**src/rtl/wdt_pkg.sv**
```systemverilog
package wdt_pkg;
  localparam int BYTE_W = 8;
  localparam int SEL_W  = 3;
  localparam logic [BYTE_W-1:0] KEY_CNT = 8'h5A;
  localparam logic [BYTE_W-1:0] KEY_CSR = 8'hA5;
  localparam int BIT_EN   = 7;
  localparam int BIT_MODE = 6;
  localparam int BIT_FLAG = 3;

  typedef struct packed {
    logic             en;
    logic             mode;
    logic             flag;
    logic [SEL_W-1:0] sel;
  } csr_t;
endpackage

```
**src/rtl/wdt_busdec.sv**
```systemverilog
module wdt_busdec
  import wdt_pkg::*;
#(
  parameter int ADDR_W = 4,
  parameter logic [ADDR_W-1:0] CNT_WR = 'h0,
  parameter logic [ADDR_W-1:0] CNT_RD = 'h1,
  parameter logic [ADDR_W-1:0] CSR_WR = 'h2,
  parameter logic [ADDR_W-1:0] CSR_RD = 'h3
) (
  input  logic                clk,
  input  logic                rst_n,
  input  logic                wr_en,
  input  logic [ADDR_W-1:0]   wr_addr,
  input  logic [2*BYTE_W-1:0] wr_data,
  input  logic [ADDR_W-1:0]   rd_addr,
  input  logic [BYTE_W-1:0]   cnt_val,
  input  csr_t                csr_val,
  output logic                cnt_load,
  output logic                csr_load,
  output logic [BYTE_W-1:0]   wr_byte,
  output logic [BYTE_W-1:0]   rd_data
);
  logic [BYTE_W-1:0] key_hi;
  logic [BYTE_W-1:0] csr_byte;

  assign key_hi  = wr_data[2*BYTE_W-1:BYTE_W];
  assign wr_byte = wr_data[BYTE_W-1:0];

  assign cnt_load = wr_en && (wr_addr == CNT_WR) && (key_hi == KEY_CNT);
  assign csr_load = wr_en && (wr_addr == CSR_WR) && (key_hi == KEY_CSR);

  always_comb begin
    csr_byte           = '0;
    csr_byte[BIT_EN]   = csr_val.en;
    csr_byte[BIT_MODE] = csr_val.mode;
    csr_byte[BIT_FLAG] = csr_val.flag;
    csr_byte[SEL_W-1:0] = csr_val.sel;
  end

  always_comb begin
    if (rd_addr == CNT_RD)      rd_data = cnt_val;
    else if (rd_addr == CSR_RD) rd_data = csr_byte;
    else                        rd_data = '0;
  end

  AST_RD_UNMAPPED: assert property (@(posedge clk) disable iff (!rst_n)
    (rd_addr != CNT_RD && rd_addr != CSR_RD) |-> rd_data == '0);
endmodule

```
**src/rtl/wdt_prescaler.sv**
```systemverilog
module wdt_prescaler
  import wdt_pkg::*;
#(
  parameter int BASE_LOG = 5
) (
  input  logic             clk,
  input  logic             rst_n,
  input  logic             en_i,
  input  logic [SEL_W-1:0] sel_i,
  output logic             tick_o
);
  localparam int PRE_W = BASE_LOG + (1 << SEL_W) - 1;

  logic [PRE_W-1:0] pre_q;
  logic [PRE_W-1:0] mask;

  always_comb begin
    for (int i = 0; i < PRE_W; i++) begin
      mask[i] = (i < BASE_LOG + int'(sel_i));
    end
  end

  always_ff @(posedge clk or negedge rst_n) begin
    if (!rst_n)     pre_q <= '0;
    else if (en_i)  pre_q <= pre_q + 1'b1;
    else            pre_q <= '0;
  end

  assign tick_o = en_i && ((pre_q & mask) == mask);

  AST_TICK_SPACING: assert property (@(posedge clk) disable iff (!rst_n)
    tick_o |=> !tick_o);
endmodule

```
**src/rtl/wdt_counter.sv**
```systemverilog
module wdt_counter
  import wdt_pkg::*;
(
  input  logic              clk,
  input  logic              rst_n,
  input  logic              tick_i,
  input  logic              load_i,
  input  logic [BYTE_W-1:0] load_val_i,
  output logic [BYTE_W-1:0] cnt_o,
  output logic              wrap_o
);
  logic [BYTE_W-1:0] cnt_q;

  always_ff @(posedge clk or negedge rst_n) begin
    if (!rst_n)       cnt_q <= '0;
    else if (load_i)  cnt_q <= load_val_i;
    else if (tick_i)  cnt_q <= cnt_q + 1'b1;
  end

  assign cnt_o  = cnt_q;
  assign wrap_o = tick_i && !load_i && (&cnt_q);

  AST_CNT_WRAP: assert property (@(posedge clk) disable iff (!rst_n)
    (tick_i && !load_i && (&cnt_q)) |=> cnt_q == '0);
  AST_CNT_HOLD: assert property (@(posedge clk) disable iff (!rst_n)
    (!tick_i && !load_i) |=> $stable(cnt_q));
endmodule

```
**src/rtl/keyed_wdt.sv**
```systemverilog
module keyed_wdt
  import wdt_pkg::*;
#(
  parameter int ADDR_W   = 4,
  parameter int BASE_LOG = 5,
  parameter logic [ADDR_W-1:0] CNT_WR = 'h0,
  parameter logic [ADDR_W-1:0] CNT_RD = 'h1,
  parameter logic [ADDR_W-1:0] CSR_WR = 'h2,
  parameter logic [ADDR_W-1:0] CSR_RD = 'h3
) (
  input  logic          clk,
  input  logic          rst_n,
  input  logic          wr_en,
  input  logic [ADDR_W-1:0] wr_addr,
  input  logic [15:0]   wr_data,
  input  logic [ADDR_W-1:0] rd_addr,
  output logic [7:0]    rd_data,
  output logic          ovf_irq,
  output logic          wdt_rst_req
);
  csr_t              csr_q;
  logic              cnt_load, csr_load, tick, wrap;
  logic [BYTE_W-1:0] wr_byte, cnt_val;
  logic              clr_req;

  wdt_busdec #(
    .ADDR_W(ADDR_W), .CNT_WR(CNT_WR), .CNT_RD(CNT_RD),
    .CSR_WR(CSR_WR), .CSR_RD(CSR_RD)
  ) i_dec (
    .clk(clk), .rst_n(rst_n), .wr_en(wr_en), .wr_addr(wr_addr),
    .wr_data(wr_data), .rd_addr(rd_addr), .cnt_val(cnt_val),
    .csr_val(csr_q), .cnt_load(cnt_load), .csr_load(csr_load),
    .wr_byte(wr_byte), .rd_data(rd_data)
  );

  wdt_prescaler #(.BASE_LOG(BASE_LOG)) i_pre (
    .clk(clk), .rst_n(rst_n), .en_i(csr_q.en), .sel_i(csr_q.sel),
    .tick_o(tick)
  );

  wdt_counter i_cnt (
    .clk(clk), .rst_n(rst_n), .tick_i(tick), .load_i(cnt_load),
    .load_val_i(wr_byte), .cnt_o(cnt_val), .wrap_o(wrap)
  );

  assign clr_req = csr_load && !wr_byte[BIT_FLAG];

  always_ff @(posedge clk or negedge rst_n) begin
    if (!rst_n) begin
      csr_q       <= '0;
      wdt_rst_req <= 1'b0;
    end else begin
      if (csr_load) begin
        csr_q.en   <= wr_byte[BIT_EN];
        csr_q.mode <= wr_byte[BIT_MODE];
        csr_q.sel  <= wr_byte[SEL_W-1:0];
      end
      if (wrap)         csr_q.flag <= 1'b1;
      else if (clr_req) csr_q.flag <= 1'b0;
      wdt_rst_req <= wrap && csr_q.mode;
    end
  end

  assign ovf_irq = csr_q.flag && !csr_q.mode;

  AST_RST_PULSE: assert property (@(posedge clk) disable iff (!rst_n)
    wdt_rst_req |=> !wdt_rst_req);
  AST_FLAG_STICKY: assert property (@(posedge clk) disable iff (!rst_n)
    (csr_q.flag && !clr_req) |=> csr_q.flag);
  AST_KEY_GUARD: assert property (@(posedge clk) disable iff (!rst_n)
    !csr_load |=> $stable(csr_q.sel) && $stable(csr_q.en));
  AST_IRQ_MODE: assert property (@(posedge clk) disable iff (!rst_n)
    ovf_irq |-> !csr_q.mode);
endmodule

```
**config.mk**
```make
export PLATFORM = sky130hd
export DESIGN_NAME = keyed_wdt
export DESIGN_NICKNAME = d
export VERILOG_FILES = /design/src/rtl/wdt_pkg.sv /design/src/rtl/wdt_busdec.sv /design/src/rtl/wdt_prescaler.sv /design/src/rtl/wdt_counter.sv /design/src/rtl/keyed_wdt.sv
export SDC_FILE = /design/constraint.sdc
export NUM_CORES = 1
export LEC_CHECK = 0
export BUFFER_PORTS_ARGS = -buffer_cell sky130_fd_sc_hd__clkbuf_2
export CORE_MARGIN = 5
export CORE_UTILIZATION = 58
export CTS_CLUSTER_DIAMETER = 80
export DETAILED_ROUTE_END_ITERATION = 16
export PLACE_DENSITY = 0.85
export SETUP_SLACK_MARGIN = 0.15
export SLEW_MARGIN = 20
export SYNTH_ARGS = -nofsm -noshare
export SYNTH_HDL_FRONTEND = slang
export SYNTH_SLANG_ARGS = --single-unit
```
**constraint.sdc**
```tcl
create_clock -name clk -period 6.06 [get_ports clk]
set_input_delay 0.606 -clock clk [delete_from_list [all_inputs] [get_ports clk]]
set_output_delay 0.606 -clock clk [all_outputs]
set_load 0.05 [all_outputs]
```
==> results.sh <==
export IMPL_max_vdd_ir_drop_mv=0.109
export IMPL_htreeDepth=1
export IMPL_async_flop_share_pct=100
export IMPL_fin_crit_sh_pct=42.0
export IMPL_detail_route_wirelength_um=3810
export IMPL_cp_end_kind="flop"
export IMPL_slew_headroom_pct=39.8
export IMPL_yosysWarnings=0
export IMPL_via_per_inst=6.25
export IMPL_finalMaxSlewViolations=0
export IMPL_port_buffer_count=36
export IMPL_rr_startpoint="csr_q[0]"
export IMPL_cts_tree="done"
export IMPL_ys_types=44
export IMPL_start_util_pct=60.0
export IMPL_skew_ps=9.73
export IMPL_grt_pass1_wl_um=6580
export IMPL_final_nets=241
export IMPL_worstPathMaxFanout=14
export IMPL_die_h_um=63.4
export IMPL_io_pins=37
export IMPL_clk_pin_slew_ps=140
export IMPL_ys_top_cells_by_area="dfrtp_1, mux2i_1, and2_1"
export IMPL_worstSetupStartpointType="flop"
export IMPL_grt_pass1_vias=1418
export IMPL_ys_seq_elements=27
export IMPL_place_congestion=0.841
export IMPL_core_mm2=0.00276
export IMPL_antenna_found_initial=0
export IMPL_finalSetupViolCount=0
export IMPL_leakagePower_nw=0.885
export IMPL_overflow=0
export IMPL_die_w_um=63.4
export IMPL_die_area_mm2=0.00402
export IMPL_syn_inst=174
export IMPL_max_cap_violations=0
export IMPL_clock_sinks=27
export IMPL_ff2ff_path_depth=6
export IMPL_drcViolationCount=0
export IMPL_ant_nets=0
export IMPL_syn_nets=206
export IMPL_synth_common_cells="dfrtp_1, nor2_1, and2_1, nand2_1, nand3_1"
export IMPL_p_per_area_mw_per_mm2=152
export IMPL_hpwlAfterDp_um=2930
export IMPL_drive_gt1_share_pct=22.1
export IMPL_yosysTopAreaCell="dfrtp_1"
export IMPL_max_freq_mhz=393
export IMPL_synth_flop_cell="dfrtp_1"
export IMPL_hold_violations=0
export IMPL_place_ws_ps=3450
export IMPL_path_class="reg2reg"
export IMPL_clk_latency_ps=330
export IMPL_tns_ps=0
export IMPL_grt_max_degree=28
export IMPL_synth_edff_count=0
export IMPL_syn_area_per_cell_um2=9.51
export IMPL_cts_resized=0
export IMPL_wire_per_inst_um=15.9
export IMPL_cts_inserted_buffers=3
export IMPL_track_usage_pct=20.0
export IMPL_cts_setup_buffers=0
export IMPL_rrSetupSlack_ps=3510
export IMPL_grt_setup_unrepaired="no"
export IMPL_setup_slack_ps=3510
export IMPL_worst_pin_slew_ps=903
export IMPL_rows=19
export IMPL_drt_initial_drc_count=73
export IMPL_hold_class="in2async"
export IMPL_dr_pass1_iters=4
export IMPL_status="finished, final reports clean"
export IMPL_syn_area_mm2=0.00166
export IMPL_ys_seq_area_share_pct=40.8
export IMPL_worst_r2r_endpoint="i_cnt.cnt_o[5]"
export IMPL_synth_most_common_cell="dfrtp_1"
export IMPL_cts_root_buf="clkbuf_4"
export IMPL_via_count=1494
export IMPL_antenna_cells=0
export IMPL_cp_data_required_time_ps=6330
export IMPL_synth_top_cell_area_share_pct=40.8
export IMPL_clk_path_buf_depth=2
export IMPL_cp_arrival_ps=2810
export IMPL_syn_to_final_growth_pct=13.3
export IMPL_period_needed_ps=2550
export IMPL_hold_buffers=0
-- layer usage --
layer  vias up  wire (µm)  share of wire, %  global-route usage [%]
met5         -          0                 0                       0
met4         0         73               1.9                    7.79
met3        11        149               3.9                    3.20
met2        51       1980                52                    32.9
met1       723       1600                42                    26.2
li1        709          -                 -                       -
-- worst max-delay path by stage --
stage                from              to  depth (start not counted)
2_1_floorplan  rd_addr[3]      rd_data[4]                          3
3_3_place_gp   wr_data[8]        csr_q[3]                          5
3_5_place_dp   wr_addr[0]        csr_q[3]                          5
4_1_cts          csr_q[0]  i_cnt.cnt_o[5]                          6
5_1_grt          csr_q[0]  i_cnt.cnt_o[5]                          6
6_report         csr_q[0]  i_cnt.cnt_o[5]                          6
-- sequential cells by signal, indices dropped and copies added (netlist names) --
name / cells
wdt_rst_req: 1
i_pre.pre_q: 12
i_cnt.cnt_o: 8
csr_q: 6
-- worst max-delay path, cell delays in order, from the launching register on --
cell	delay (ps)
dfrtp_1	450
ha_1	250
nand3b_1	160
a221oi_1	350
o21bai_1	360
or4b_2	720
a31oi_1	190
-- power by group --
group	switching [W]	internal [W]
Sequential	0.000000561	0.000181
Combinational	0.0000155	0.0000102
Clock	0.0000529	0.0000259
Total	0.0000690	0.000217
-- cell usage in the layout, fill, tap and decap left out, types with 2 or more instances in the layout --
master     n
or4_1      3
clkbuf_2  36
or4b_1     2
o31ai_1    2
nand4_1    4
and4_1     2
a31oi_1    4
and3_1     4
nand3_1    8
nor3b_1    2
nor2_1    15
o21ai_0    6
nor2b_1    3
xor2_1     3
clkbuf_4   3
xnor2_1    6
or3_1      6
dfrtp_1   27
nand2_1   11
mux2_2     5
o31a_1     2
or4b_2     2
mux2i_1    7
nand3b_1   3
and2_1    11
a21oi_1    4
nand2b_1   2
inv_1      3
o21bai_1   2
ha_1       5
-- metrics by stage --
step	area [µm²]	utilization, %	std cells	hold slack [ps]	total power (W)
after floorplan	1660	-	174	310	0.000195
after global placement	1850	67.1	235	497	0.000210
after detailed placement	1850	67.1	235	510	0.000210
after CTS	1880	68.0	239	288	0.000287
after global routing	1880	68.0	239	313	0.000302
final	1880	68.0	239	270	0.000286
-- cell families (layout without fill, tap and decap cells) --
group,Yosys count,in the layout,share of synthesized area (%)
xor gates and xnor gates,9,9,4.76
buffers and inverters,9,43,2.19
and+or+nand+nor,83,83,28.9
AOI/OAI and AO/OA,29,29,11.9
muxes,12,12,7.63
adders and majority gates,5,5,3.78
DFF,27,27,40.8
-- cell type report --
class	instances	area, µm²
Clock buffer	4	26.3
Fill cell	225	882
Inverter	3	11.3
Multi-Input combinational cell	138	943
Sequential cell	27	676
Tap cell	31	38.8
Timing Repair Buffer	36	180
Note: power is estimated with default switching activity, not from simulation.
